## src/rtl/regtag_dispatch.sv

```systemverilog
module regtag_dispatch #(
  parameter int NREG     = 32,
  parameter bit ZERO_REG = 1'b1,
  localparam int AW      = $clog2(NREG)
) (
  input  logic            clk,
  input  logic            rst_n,
  input  logic [2:0]      wb_kind,
  input  logic [AW-1:0]   wb_rd,
  input  logic            wb_res_tag,
  input  logic            ctx_restore_en,
  input  logic [NREG-1:0] ctx_restore_word,
  output logic [NREG-1:0] ctx_tags,
  input  logic            dec_valid,
  input  logic [1:0]      dec_cls,
  input  logic [AW-1:0]   dec_src1,
  input  logic [AW-1:0]   dec_src2,
  input  logic [1:0]      mix_policy,
  output logic            issue,
  output logic            route_fp,
  output logic            dst_tag,
  output logic            cvt_src1,
  output logic            cvt_src2,
  output logic            mismatch_exc
);

  logic [NREG-1:0] tags_q, tags_d;
  logic            wr_en, wr_val;
  logic            t1, t2;

  always_comb begin
    wr_en  = 1'b1;
    wr_val = 1'b0;
    case (wb_kind)
      3'd1:    wr_val = 1'b0;
      3'd2:    wr_val = 1'b1;
      3'd3:    wr_val = wb_res_tag;
      3'd4:    wr_val = 1'b1;
      3'd5:    wr_val = 1'b0;
      default: wr_en  = 1'b0;
    endcase
  end

  always_comb begin
    tags_d = ctx_restore_en ? ctx_restore_word : tags_q;
    if (wr_en) tags_d[wb_rd] = wr_val;
    if (ZERO_REG) tags_d[0] = 1'b0;
  end

  always_ff @(posedge clk) begin
    if (!rst_n) tags_q <= '0;
    else        tags_q <= tags_d;
  end

  assign ctx_tags = tags_q;
  assign t1 = tags_d[dec_src1];
  assign t2 = tags_d[dec_src2];

  wire two_src = dec_valid && (dec_cls == 2'b01);
  wire one_src = dec_valid && (dec_cls == 2'b10);
  wire differ  = two_src && (t1 != t2);

  always_comb begin
    issue        = 1'b0;
    route_fp     = 1'b0;
    dst_tag      = 1'b0;
    cvt_src1     = 1'b0;
    cvt_src2     = 1'b0;
    mismatch_exc = 1'b0;
    if (one_src || (two_src && !differ)) begin
      issue    = 1'b1;
      route_fp = t1;
      dst_tag  = t1;
    end else if (differ) begin
      case (mix_policy)
        2'b00: mismatch_exc = 1'b1;
        2'b01: begin
          issue    = 1'b1;
          route_fp = t1;
          dst_tag  = t1;
          cvt_src2 = 1'b1;
        end
        2'b10: begin
          issue    = 1'b1;
          route_fp = 1'b1;
          dst_tag  = 1'b1;
          cvt_src1 = ~t1;
          cvt_src2 = ~t2;
        end
        default: begin
          issue    = 1'b1;
          route_fp = t1;
          dst_tag  = t1;
        end
      endcase
    end
  end

endmodule

```

## config.mk

```make
export PLATFORM = sky130hd
export DESIGN_NAME = regtag_dispatch
export DESIGN_NICKNAME = d
export VERILOG_FILES = /design/src/rtl/regtag_dispatch.sv
export SDC_FILE = /design/constraint.sdc
export NUM_CORES = 1
export LEC_CHECK = 0
export ABC_CLOCK_PERIOD_IN_PS = 9000
export BUFFER_PORTS_ARGS = -buffer_cell sky130_fd_sc_hd__buf_4
export CAP_MARGIN = 5
export CORE_MARGIN = 3
export CORE_UTILIZATION = 50
export DETAILED_ROUTE_END_ITERATION = 12
export HOLD_SLACK_MARGIN = 0.03
export MAX_ROUTING_LAYER = met4
export PLACE_DENSITY = 0.79
export SLEW_MARGIN = 10
export SYNTH_ARGS = -nofsm -noshare
export SYNTH_HDL_FRONTEND = slang
export SYNTH_SLANG_ARGS = --single-unit
```

## constraint.sdc

```tcl
create_clock -name clk -period 9 [get_ports clk]
set_clock_uncertainty 0.15 [all_clocks]
set_input_delay 1.35 -clock clk [delete_from_list [all_inputs] [get_ports clk]]
set_output_delay 1.35 -clock clk [all_outputs]
set_load 0.02 [all_outputs]
```

==> impl.org <==
** Yosys
- Warning count from the yosys run :: 0
- By count the netlist is led by sky130_fd_sc_hd__mux2i_1 (52), sky130_fd_sc_hd__dfxtp_1 (31), sky130_fd_sc_hd__nand4_1 (23).
- Of the post-synthesis cell area, the dominant cell type holds 0.2117.
- Most common cell in the synthesized netlist :: sky130_fd_sc_hd__mux2i_1
- The most used flip-flop cell after synthesis is sky130_fd_sc_hd__dfxtp_1.
- Yosys top cell by area :: sky130_fd_sc_hd__dfxtp_1
- Number of instances in the synthesized netlist :: 327
- Post-Synthesis Cell Area :: 2932 sq um
- Part of the Yosys area used for sequential elements :: 0.2117
- Number of synthesized flops with an enable pin :: 0
- Counting flops with an async set or reset pin after synthesis yields a share of 0.
- Ranking of synthesized cells by area :: sky130_fd_sc_hd__dfxtp_1 (21%), sky130_fd_sc_hd__mux2i_1 (18%), sky130_fd_sc_hd__nand4_1 (4.9%)
- The number of nets handed over by synthesis was 389.
- In this run, synthesis produced a sequential element count of 31.
- Syn_area_per_cell :: 8.965 sq um
- Library cells used by synthesis :: 73

** GRT
- Entering global routing, the biggest net connects 37 pins.
- Final global-route overflow total :: 0
- The first global-routing pass estimated 13970 um of wire.
- Global-route usage over all layers :: 0.2748
- Number of global-route vias before repair :: 2848
- Number of antenna violations at the first check in global routing :: 0

** Clock network
- Number of buffers created by CTS :: 5
- Post-CTS Hold Fix Bufs :: 0
- H-tree depth reported by CTS :: 2
- Maximum count of clock buffers along a single path :: 2
- Clock transition time at the flip-flop clock pins of the worst setup and hold paths :: 0.06 ns
- At the later pin of the worst-skew pair, clock insertion delay measures 0.29 ns.
- In this run, post-CTS repair resized a total of 0 instances.
- Clock root cell :: sky130_fd_sc_hd__clkbuf_8
- The clock net in this run drives a total of 31 sinks.
- Number of buffers inserted by post-CTS setup repair :: 0
- TritonCTS built the clock tree.

** Min path
- The worst hold path was traced through 3 stages.
- In this run the most critical hold path is launched from ctx_tags[24]$_SDFF_PN0_.
- Worst min-delay path class :: flip-flop to flip-flop

** STA
- Of the available clock period, the critical path in the final layout requires 0.7023.
- Setup slack on the critical path of the routed design comes to 2.680 ns.
- The worst pin sits at a relative slew slack of 0.2104.
- Final-layout setup total negative slack :: 0 ns
- Number of hold violations in the final report :: 0
- Setup violations remaining at the end of the flow were counted as 0.
- The number of slew-limit violations in the final report is 0.
- Fmax achieved :: 0.1582 GHz
- Hold timing on the final database bottoms out at a slack of 0.5222 ns.
- For the pin with the worst max-slew slack, the measured transition is 1.184 ns.
- Setup repair after global routing missed its margin :: false
- Min Clock Period, post-route :: 6.320 ns

** Die
- Area of the die :: 6818 sq um
- The initialized floorplan defines 27 standard-cell rows.
- Core area :: 5574 sq um
- In this run the horizontal extent of the chip is 82.57 um.
- Initial Utilization :: 0.5259
- 97 I/O pins were placed.
- Die height :: 82.57 um

** Setup path
- Critical path origin :: wb_kind[2]
- Worst Path Required :: 7.50 ns
- Type of the setup path with the least slack :: primary input to primary output
- Worst reg2reg path depth :: 3
- STA classifies the critical path startpoint as a primary input.
- Startpoint of the worst register-to-register path :: ctx_tags[27]$_SDFF_PN0_
- Critical Path Fanout Max :: 36
- Arrival time of the worst setup path :: 4.82 ns
- The worst setup path is captured at a primary output.

** Route
- Vias :: 3020
- Summed over all layers, the routed wires come to 9098 um.
- Detailed-route wire length per cell :: 19.32 um
- The count of nets left with antenna violations once routing finished came out at 0.
- In the routed layout, each cell is associated on average with a via count of 6.412.
- After the first detailed-routing iteration, the DRC count stood at 278.
- DRC violation count after routing :: 0
- Iteration count of the initial detailed-routing pass :: 5

** Placement
- At the end of routability-driven placement, the weighted congestion stood at 0.9838.
- Placement Setup Slack :: 2.690 ns
- Detailed placement ended at an HPWL of 6594 um.
- Input and output buffers added on the ports amount to 94.

** Layout
- Flip-flop count of the largest register after layout :: 31
- 0 antenna diodes ended up in the layout.
- Of the cells placed in the final design, the portion with a size suffix greater than 1 is 0.3233.
- From synthesis to final layout, the design area changed by 23.60%.
- Fillers :: 520
- For this run, the post-layout net count is 460.

** Power
- Dividing total power by cell area gives a power density of 115.4 nW/um^2.
- Worst IR drop on VDD :: 61.35 uV
- Reported leakage power :: 1.748 nW

** Job
- Across the run, the number of max-cap violations was 0.

** Outcome
- Outcome :: finished clean
==> worst paths after layout <==
kind	end	slack, ns
setup / recovery	cvt_src2	2.68
hold / removal	ctx_tags[24]$_SDFF_PN0_	0.52
setup reg to reg	ctx_tags[27]$_SDFF_PN0_	7.81
hold reg to reg	ctx_tags[24]$_SDFF_PN0_	0.52
==> per-stage QoR <==
stage	std cells	util	area, sq um	power, W
detailed placement	463	0.6355	3542	0.0003092
floorplan	327	-	2932	0.0002554
global route	471	0.6501	3623	0.0004366
global placement	463	0.6355	3542	0.0003064
finish	471	0.6501	3623	0.0004182
CTS	471	0.6501	3623	0.0004184
==> layout by cell type (no fill, tap or decap), drive strengths merged, types with 5 or more instances in the layout <==
cell type,synthesis,final
nand2,9,9
mux4,6,6
inv,10,10
mux2,8,8
and2,22,22
nand3,14,14
dfxtp,31,31
o21ai,5,5
nor2,17,17
clkbuf,11,7
and3,6,6
buf,19,94
a22oi,5,5
nand4,25,25
nor3,6,6
o211a,5,5
mux2i,52,52
==> report_power, final <==
part	internal (W)	total (W)	switching, W
combinational	0.0000703	0.000158	0.0000874
sequential	0.000146	0.000151	0.00000461
clock	0.0000543	0.000110	0.0000556
==> worst max-delay path, stage by stage <==
cell and delay [ns]:
sky130_fd_sc_hd__buf_4 0.15, sky130_fd_sc_hd__or3_1 0.92, sky130_fd_sc_hd__nand4_1 0.25, sky130_fd_sc_hd__mux2_1 0.40
sky130_fd_sc_hd__mux2_2 0.29, sky130_fd_sc_hd__a221o_1 0.36, sky130_fd_sc_hd__a2111oi_4 0.52, sky130_fd_sc_hd__o21bai_1 0.18
sky130_fd_sc_hd__mux2i_1 0.08, sky130_fd_sc_hd__and3_1 0.18, sky130_fd_sc_hd__buf_4 0.15
==> cell type report <==
class                   instances  area, sq um  share of cell area
inverters                      12        45.04             0.01243
clock buffers                   7        76.32             0.02106
well taps                      72        90.09             0.02486
repair buffers                 94        705.7              0.1948
flip-flops and latches         31        620.6              0.1713
clock inverters                 1        5.005            0.001381
multi-input cells             254         2081              0.5742
==> logic make-up after synthesis <==
family	Yosys count	share of synthesized area
compound gates	57	0.1716
xor+xnor	3	0.008965
fa+ha+maj	3	0.01281
buf+inv	42	0.07853
flops	31	0.2117
mux	66	0.2544
other cells	1	0.001279
simple gates	124	0.2608
==> metal layers <==
layer / GRT usage / wire length [um] / vias to the layer above / part of all wire
li1: - / - / 1396 / -
met1: 0.3512 / 3799 / 1409 / 0.42
met2: 0.4423 / 4362 / 191 / 0.48
met3: 0.03796 / 785 / 24 / 0.086
met4: 0.1013 / 150 / 0 / 0.016
met5: - / 0 / - / 0
Power figures use the tool's default switching activity.
